<file path="config.mk">
export PLATFORM = sky130hd
export DESIGN_NAME = braid_distributor
export DESIGN_NICKNAME = d
export VERILOG_FILES = /design/src/rtl/braid_dist_pkg.sv /design/src/rtl/braid_dist_ctrl.sv /design/src/rtl/braid_dist_datapath.sv /design/src/rtl/braid_distributor.sv
export SDC_FILE = /design/constraint.sdc
export NUM_CORES = 1
export LEC_CHECK = 0
export BUFFER_PORTS_ARGS = -buffer_cell sky130_fd_sc_hd__buf_4
export CORE_AREA = 2 2 131 133
export CTS_CLUSTER_DIAMETER = 100
export CTS_CLUSTER_SIZE = 12
export DETAILED_ROUTE_END_ITERATION = 12
export DIE_AREA = 0 0 133 135
export SYNTH_ARGS = -nofsm -noshare
export SYNTH_HDL_FRONTEND = slang
export SYNTH_SLANG_ARGS = --single-unit
</file>
<file path="constraint.sdc">
create_clock -name clk -period 5.55 [get_ports clk]
set_input_delay 0.555 -clock clk [delete_from_list [all_inputs] [get_ports clk]]
set_output_delay 0.555 -clock clk [all_outputs]
set_load 0.05 [all_outputs]
</file>
<file path="src/rtl/braid_dist_pkg.sv">
package braid_dist_pkg;

  // strobes from control to datapath
  typedef struct packed {
    logic flush;
    logic openStart;
  } ctrl_strb_t;

  // strobes from datapath back to control
  typedef struct packed {
    logic claim;
  } dp_strb_t;

endpackage

</file>
<file path="src/rtl/braid_dist_ctrl.sv">
module braid_dist_ctrl
  import braid_dist_pkg::*;
#(
  parameter int NUM_UNITS = 8,
  parameter int EXC_UNIT  = 0
) (
  input  logic                 clk,
  input  logic                 rstN,
  input  logic                 flush,
  input  logic                 excMode,
  input  logic                 startLane0,
  input  logic [NUM_UNITS-1:0] unitDone,
  input  dp_strb_t             dpStrb,
  input  logic [NUM_UNITS-1:0] claimHot,
  output ctrl_strb_t           ctrlStrb,
  output logic [NUM_UNITS-1:0] curHot,
  output logic [NUM_UNITS-1:0] allowed
);

  localparam logic [NUM_UNITS-1:0] EXC_HOT = NUM_UNITS'(1) << EXC_UNIT;

  logic                 openQ;
  logic [NUM_UNITS-1:0] curHotQ;
  logic [NUM_UNITS-1:0] busyQ;
  logic [NUM_UNITS-1:0] doneQ;
  logic [NUM_UNITS-1:0] idle;

  always_comb begin
    idle = ~busyQ & ~(openQ ? curHotQ : '0);
    allowed = excMode ? (idle & EXC_HOT) : idle;
    ctrlStrb.flush = flush;
    ctrlStrb.openStart = startLane0 | ~openQ | (excMode & (curHotQ != EXC_HOT));
    curHot = curHotQ;
  end

  always_ff @(posedge clk) begin
    if (!rstN || flush) begin
      openQ   <= 1'b0;
      curHotQ <= '0;
      busyQ   <= '0;
      doneQ   <= '0;
    end else begin
      doneQ <= unitDone;
      busyQ <= (busyQ & ~doneQ) | (dpStrb.claim ? claimHot : '0);
      if (dpStrb.claim) begin
        openQ   <= 1'b1;
        curHotQ <= claimHot;
      end
    end
  end

endmodule

</file>
<file path="src/rtl/braid_dist_datapath.sv">
module braid_dist_datapath
  import braid_dist_pkg::*;
#(
  parameter int NUM_UNITS = 8,
  parameter int LANES     = 4,
  parameter int DATA_W    = 32,
  parameter int CNT_W     = 3,
  parameter int SPACE_W   = 6
) (
  input  logic                         inValid,
  input  logic [CNT_W-1:0]             inCount,
  input  logic [LANES-1:0]             inStart,
  input  logic [LANES*DATA_W-1:0]      inData,
  input  logic [NUM_UNITS*SPACE_W-1:0] qSpace,
  input  ctrl_strb_t                   ctrlStrb,
  input  logic [NUM_UNITS-1:0]         curHot,
  input  logic [NUM_UNITS-1:0]         allowed,
  output dp_strb_t                     dpStrb,
  output logic [NUM_UNITS-1:0]         claimHot,
  output logic [CNT_W-1:0]             inTaken,
  output logic [NUM_UNITS-1:0]         pushValid,
  output logic                         pushStart,
  output logic [CNT_W-1:0]             pushCount,
  output logic [LANES*DATA_W-1:0]      pushData
);

  localparam int MW = (CNT_W > SPACE_W) ? CNT_W : SPACE_W;

  logic [CNT_W-1:0]     runLen;
  logic                 stopRun;
  logic [NUM_UNITS-1:0] pickHot;
  logic [NUM_UNITS-1:0] targetHot;
  logic [SPACE_W-1:0]   tSpace;
  logic [MW-1:0]        runW;
  logic [MW-1:0]        spW;
  logic [MW-1:0]        takeW;
  logic                 go;

  // contiguous lanes from lane 0 up to the next start flag
  always_comb begin
    runLen  = '0;
    stopRun = 1'b0;
    for (int i = 0; i < LANES; i++) begin
      if (!stopRun) begin
        if ((CNT_W'(i) < inCount) && ((i == 0) || !inStart[i])) runLen = CNT_W'(i + 1);
        else stopRun = 1'b1;
      end
    end
  end

  // lowest eligible unit and its free space
  always_comb begin
    pickHot   = allowed & (~allowed + NUM_UNITS'(1));
    targetHot = ctrlStrb.openStart ? pickHot : curHot;
    tSpace    = '0;
    for (int u = 0; u < NUM_UNITS; u++) begin
      if (targetHot[u]) tSpace = tSpace | qSpace[u*SPACE_W +: SPACE_W];
    end
  end

  always_comb begin
    runW  = MW'(runLen);
    spW   = MW'(tSpace);
    takeW = (runW < spW) ? runW : spW;
    go    = !ctrlStrb.flush && inValid && (|targetHot) && (takeW != '0);
    inTaken      = go ? CNT_W'(takeW) : '0;
    pushCount    = inTaken;
    pushValid    = go ? targetHot : '0;
    pushStart    = go && ctrlStrb.openStart;
    dpStrb.claim = go && ctrlStrb.openStart;
    claimHot     = targetHot;
    pushData     = inData;
  end

endmodule

</file>
<file path="src/rtl/braid_distributor.sv">
module braid_distributor
  import braid_dist_pkg::*;
#(
  parameter int NUM_UNITS = 8,
  parameter int LANES     = 4,
  parameter int QDEPTH    = 32,
  parameter int DATA_W    = 32,
  parameter int EXC_UNIT  = 0,
  localparam int CNT_W    = $clog2(LANES + 1),
  localparam int SPACE_W  = $clog2(QDEPTH + 1)
) (
  input  logic                         clk,
  input  logic                         rstN,
  input  logic                         flush,
  input  logic                         excMode,
  input  logic                         inValid,
  input  logic [CNT_W-1:0]             inCount,
  input  logic [LANES-1:0]             inStart,
  input  logic [LANES*DATA_W-1:0]      inData,
  output logic [CNT_W-1:0]             inTaken,
  input  logic [NUM_UNITS*SPACE_W-1:0] qSpace,
  input  logic [NUM_UNITS-1:0]         unitDone,
  output logic [NUM_UNITS-1:0]         pushValid,
  output logic                         pushStart,
  output logic [CNT_W-1:0]             pushCount,
  output logic [LANES*DATA_W-1:0]      pushData
);

  ctrl_strb_t           ctrlStrb;
  dp_strb_t             dpStrb;
  logic [NUM_UNITS-1:0] curHot;
  logic [NUM_UNITS-1:0] allowed;
  logic [NUM_UNITS-1:0] claimHot;

  braid_dist_ctrl #(
    .NUM_UNITS(NUM_UNITS),
    .EXC_UNIT (EXC_UNIT)
  ) i_ctrl (
    .clk       (clk),
    .rstN      (rstN),
    .flush     (flush),
    .excMode   (excMode),
    .startLane0(inStart[0]),
    .unitDone  (unitDone),
    .dpStrb    (dpStrb),
    .claimHot  (claimHot),
    .ctrlStrb  (ctrlStrb),
    .curHot    (curHot),
    .allowed   (allowed)
  );

  braid_dist_datapath #(
    .NUM_UNITS(NUM_UNITS),
    .LANES    (LANES),
    .DATA_W   (DATA_W),
    .CNT_W    (CNT_W),
    .SPACE_W  (SPACE_W)
  ) i_dp (
    .inValid  (inValid),
    .inCount  (inCount),
    .inStart  (inStart),
    .inData   (inData),
    .qSpace   (qSpace),
    .ctrlStrb (ctrlStrb),
    .curHot   (curHot),
    .allowed  (allowed),
    .dpStrb   (dpStrb),
    .claimHot (claimHot),
    .inTaken  (inTaken),
    .pushValid(pushValid),
    .pushStart(pushStart),
    .pushCount(pushCount),
    .pushData (pushData)
  );

endmodule

</file>
==> run metrics, run 1 <==
most instantiated cells after synthesis=buf_4 (131), nor2_1 (36), dfxtp_1 (25); hold buffers post-CTS=0; H-tree Lvls=1; Port Buffers=82; root buf cell=clkbuf_16; Worst Setup End Kind=primary output; Crit-path slowest cell=o31ai_1; Leakage Power=1.17 nW; Cell Area, Synth=roughly 0.0030 mm^2; Min-Delay Path Class=reg2reg; placer congestion estimate=just over 0.9; first-pass GRT wire length=15,000 um; num ports=339; post-synth top area share=33.0%; unrepaired setup endpoints after global routing=no; FF-to-FF setup slack=1000 ps; wire per inst=18.6 um; Post-CTS Resized=0; Synthesized Nets=589; Num CTS Buffers=3; Yosys reg bits=25; Worst R2R Path Depth=15; # fillers=1,855; CP max FO=16; Die Area=0.0180 mm^2; Reg clk slew, reported paths=approximately 60 ps; worst r2r src=i_ctrl.openQ; Final ANT Viol Nets=0; synth top area cells=buf_4 (33%), dfxtp_1 (17%), nor2_1 (4.5%), a21oi_1 (2.5%), nor3_1 (2.5%); Design Area, Final=around 0.0030 mm^2; Setup Fix Bufs, Post-CTS=0; worst path arrival time=4560 ps; top-count cell post-synth=buf_4; Hold Fails Final Rpt=0; Pwr Density=161 mW/mm^2; vias in the first global route=2,464; cell accounting for the most synthesized area=buf_4; Critical Path Start=i_ctrl.openQ; Period minus WS final=~5000 ps; critical path's largest stage delay=540 ps; FFs w/ async S/R, synth=0%; Sink Count=25; # setup viols final=0; CTS Buffer Depth=2; Post-synth EDFFs=0; final net count=543; Fin Hold WS=~440 ps; 1st-iter DRT viols=180; initial antenna violation count=0; Starting Density=18.1%; Synth-to-Final Area Change=0.126%; antenna diode count=0; WL final=10,500 um; VDD IR-drop max=between 0.1 and 0.15 mV; CP Data Required Time=4990 ps; Slew Limit Fails=0; TritonCTS clock tree=built; Rows=47; most common flop cell mapped by yosys=dfxtp_1; Syn Inst Count=391; CP Cell Sequence=buf_4 > a31oi_1 > or4_1 > o31ai_1 > nand2_1 > nand4_1 > inv_1 > ha_1 > a21oi_1 > a21boi_0 > o32ai_1 > nor2_1 > nor2_2 > nor2_1 > buf_4; status=finished, final reports clean; vias=about 2,500; Tcrit/Tclk final=between 90 and 100%; Max Cap Viol=0; vias per cell=between 4 and 5; global route total overflow=0; core area=0.0164 mm^2; crit path kind=reg2out; layout cells sized above 1=31.7%; syn avg cell area=7.62 um^2; All-Layer GR Usage=11.0%; drt drc=0; Cells on Worst Hold Path=1; Yosys warning count=0; Post-DP Area=between 0.002 and 0.003 mm^2; Die X=133 um; clk_lat worst skew=around 260 ps; Worst Tran Pin Value=955 ps; synth unique cells=63; die height=about 140 um; Max-slew headroom=a little over a third; Detailed Place HPWL=~8800 um; largest net degree at the start of global routing=26; Layout Utilization=a little under a fifth; hold wc startpoint=i_ctrl.doneQ[0]; end of the worst register-to-register path=i_ctrl.curHot[0]; crit path buf inv count=3; Initial DRT Pass Iterations=4; Max Fclk=196 MHz; Setup Total Neg Slack=0 ps; Crit path max-delay family=simple AND/OR/NAND/NOR gates; skew final=4.95 ps; CP startpoint kind=flip-flop; register area share after synthesis=16.8%; Worst Hold End=i_ctrl.busyQ[0]
==> flip-flops by register name (all words and copies together), names as in the netlist <==
| register | flops |
|---|---|
| i_ctrl.openQ | 1 |
| i_ctrl.busyQ | 8 |
| i_ctrl.doneQ | 8 |
| i_ctrl.curHot | 8 |
==> worst max-delay path by stage <==
| stage | end | depth (start not counted) |
|---|---|---|
| 6_report | pushValid[3] | 15 |
| 5_1_grt | pushValid[3] | 14 |
| 4_1_cts | pushValid[3] | 14 |
| 3_5_place_dp | pushValid[3] | 16 |
| 3_3_place_gp | pushValid[3] | 16 |
| 2_1_floorplan | pushValid[1] | 13 |
==> cells in the final DEF, fill, tap and decap left out, drive strengths merged, types with 3 or more instances in the layout <==
cell type / count
and2: 10
or3: 5
clkbuf: 3
a2111oi: 3
a222oi: 3
nor2: 37
dfxtp: 25
a31o: 6
nand3b: 6
a21oi: 15
nand2: 18
a22oi: 4
nand2b: 11
a21o: 6
a31oi: 3
nor2b: 5
nand3: 3
o21ai: 13
a211oi: 5
nor3: 15
o32ai: 3
nand4b: 3
nand4: 3
nor4: 4
inv: 9
buf: 90
==> stage by stage <==
stage,setup WS (ps),instances,power (W)
final,438,564,0.000479
after global routing,70.2,564,0.000507
after CTS,446,564,0.000487
after detailed placement,663,560,0.000328
after global placement,894,560,0.000328
after floorplan,514,391,0.000512
==> power breakdown <==
| group | switching (W) | internal, W | total [W] |
|---|---|---|---|
| clock network | 0.0000596 | 0.0000969 | 0.000157 |
| logic | 0.0000750 | 0.0000618 | 0.000137 |
| registers | 0.00000290 | 0.000183 | 0.000186 |
==> layout make-up <==
type	count	area (um^2)	share of cell area, %
clock inverter	1	5.00	0.168
multi-input combinational	216	1420	47.5
clock buffer	3	75.1	2.52
timing repair buffer	90	676	22.7
tap	220	275	9.23
sequential	25	500	16.8
inverter	9	33.8	1.13
==> per-layer routing <==
layer	vias to the layer above	part of all wire, %	GRT usage, %
met2	179	48	18.4
met4	0	3.7	4.78
met1	1112	35	11.9
met5	-	0	0
li1	1158	-	-
met3	54	14	5.03
==> kinds of logic (layout without fill, tap and decap cells) <==
kind of cell / count (synthesis) / count (layout) / share of synthesized area, %
and+or+nand+nor: 132 / 132 / 24.1
adders and majority gates: 2 / 2 / 0.840
buffers and inverters: 150 / 103 / 35.7
muxes: 2 / 2 / 1.09
DFF: 25 / 25 / 16.8
AOI/OAI and AO/OA: 80 / 80 / 21.5
Power figures use the tool's default switching activity.
==> inputs of run 2 (changes only) <==
--- a/config.mk
+++ b/config.mk
@@ -11,6 +11,7 @@
 export CTS_CLUSTER_SIZE = 12
 export DETAILED_ROUTE_END_ITERATION = 12
 export DIE_AREA = 0 0 133 135
+export HOLD_SLACK_MARGIN = 0.15
 export SYNTH_ARGS = -nofsm -noshare
 export SYNTH_HDL_FRONTEND = slang
 export SYNTH_SLANG_ARGS = --single-unit
==> constraint.sdc (replaced) <==
create_clock -name clk -period 5.94 [get_ports clk]
set_input_delay 0.594 -clock clk [delete_from_list [all_inputs] [get_ports clk]]
set_output_delay 0.594 -clock clk [all_outputs]
set_load 0.05 [all_outputs]
==> run 2 against run 1 <==
Against the previous run: combinational power down 6%; flip-flop and latch count unchanged; clock-buffer cell count up 1; via count about the same; cell area about the same; die area unchanged; routed wire length down 1.0%; non-clock buffer count unchanged; register-to-register slack better by 560 ps; critical path type unchanged; critical endpoint unchanged; largest cell class unchanged.
==> run metrics, run 2 (synthesis gave the netlist of run 1 again) <==
status=finished, final reports clean; H-tree Lvls=1; global route hottest layer=met2; Period minus WS final=4980 ps; vias per cell=4.43; M1 GR Usage=11.7%; Max Cap Viol=0; Sink Count=25; All-Layer GR Usage=between 10% and 20%; worst path arrival time=4390 ps; commonest non-fill, non-tap cell in the layout=buf_4; CP max FO=7; FF-to-FF setup slack=1560 ps; Initial DRT Pass Iterations=4; Max Fclk=201 MHz; Post-DP Area=0.00290 mm^2; Critical Path Start=i_ctrl.curHot[0]; Die Area=0.0180 mm^2; vias in the first global route=2,507; final net count=around 540; clock power share=32.1%; core area=between 0.015 and 0.02 mm^2; initial antenna violation count=0; Tcrit/Tclk final=83.9%; Fin Hold WS=463 ps; global route total overflow=0; CTS Buffer Depth=2; 1st-iter DRT viols=144; root buf cell=clkbuf_16; die height=135 um; Rows=47; end of the worst register-to-register path=i_ctrl.curHot[0]; Cell Count Post-Placement=560; Port Buffers=82; Hold Fails Final Rpt=0; Leakage Power=1.17 nW; # setup viols final=0; met2 Use GR=17.8%; largest net degree at the start of global routing=26; Max-slew headroom=about three fifths; clk_lat worst skew=roughly 250 ps; placer congestion estimate=0.905; # fillers=roughly 1,900; Post-CTS Resized=0; num ports=approximately 340; Setup Total Neg Slack=0 ps; first-pass GRT wire length=14,900 um; Setup Fix Bufs, Post-CTS=0; M3 GR Usage=5.37%; Final ANT Viol Nets=0; Power Total=0.000445 W; Reg clk slew, reported paths=60 ps; worst r2r src=i_ctrl.curHot[0]; unrepaired setup endpoints after global routing=no; Setup crit end=pushValid[3]; Slew Limit Fails=0; layout cells sized above 1=31.4%; Design Area, Final=0.00298 mm^2; most frequent cells in the layout=buf_4 (90), nor2_1 (36), dfxtp_1 (25); antenna diode count=0; Worst Setup End Kind=primary output; Starting Density=18.1%; CP Data Required Time=5350 ps; wire per inst=roughly 18 um; Pint=between 0.0003 and 0.0004 W; skew final=2.51 ps; Pwr Density=between 100 and 150 mW/mm^2; fin cells=564; Seq pwr share=between 30% and 40%; Worst R2R Path Depth=15; sw power=0.000125 W; Synth-to-Final Area Change=0.0841%; sw frac=28.0%; TritonCTS clock tree=built; vias=2,501; WL final=10,400 um; VDD IR-drop max=0.163 mV; crit path kind=reg2out; Worst Tran Pin Value=620 ps; Comb pwr share=28.9%; CP startpoint kind=flip-flop; Num CTS Buffers=3; Min-Delay Path Class=reg2reg; hold buffers post-CTS=0; Die X=133 um; Detailed Place HPWL=8850 um; drt drc=0
run 2: power by group through the flow:
stage               logic, W  clock network, W  registers [W]
CTS                 0.000131          0.000148       0.000173
global placement    0.000130                 0       0.000177
detailed placement  0.000130                 0       0.000177
global route        0.000140          0.000155       0.000174
finish              0.000129          0.000143       0.000173
floorplan           0.000302                 0       0.000176
run 2: through the flow:
stage,setup slack [ps],utilization (%)
CTS,910,18.2
global route,577,18.2
detailed placement,950,17.7
global placement,1100,17.7
finish,956,18.2
floorplan,826,-
run 2: metal layers:
layer  part of all wire (%)  vias to the layer above
met4                    4.9                        0
met5                      0                        -
met2                     47                      173
li1                       -                     1156
met1                     36                     1110
met3                     13                       62
run 2: layout make-up:
cell class | instances | area [um^2] | share of cell area (%)
sequential | 25 | 500 | 16.8
clock buffer | 4 | 78.8 | 2.64
multi-input combinational | 216 | 1420 | 47.5
inverter | 9 | 33.8 | 1.13
timing repair buffer | 90 | 676 | 22.7
tap | 220 | 275 | 9.24
run 2: how the worst min path moves through the flow:
stage	from	to	slack [ps]	cells after the start
global route	i_ctrl.doneQ[0]	i_ctrl.busyQ[0]	490	1
CTS	i_ctrl.doneQ[0]	i_ctrl.busyQ[0]	460	1
detailed placement	i_ctrl.doneQ[0]	i_ctrl.busyQ[0]	450	1
finish	i_ctrl.doneQ[0]	i_ctrl.busyQ[0]	460	1
global placement	i_ctrl.doneQ[0]	i_ctrl.busyQ[0]	450	1
floorplan	i_ctrl.doneQ[0]	i_ctrl.busyQ[0]	410	1
run 2: critical path, cell delays in order (launching register included):
cell and delay [ps]:
dfxtp_1 360, o21ai_1 390, nand2_1 200, a32oi_1 490
buf_4 230, o221a_2 190, nand4_1 150, inv_1 110
ha_1 240, a21oi_1 300, a21boi_0 330, o32ai_1 130
nor2_1 380, nor2_2 160, nor2_1 210, buf_4 240
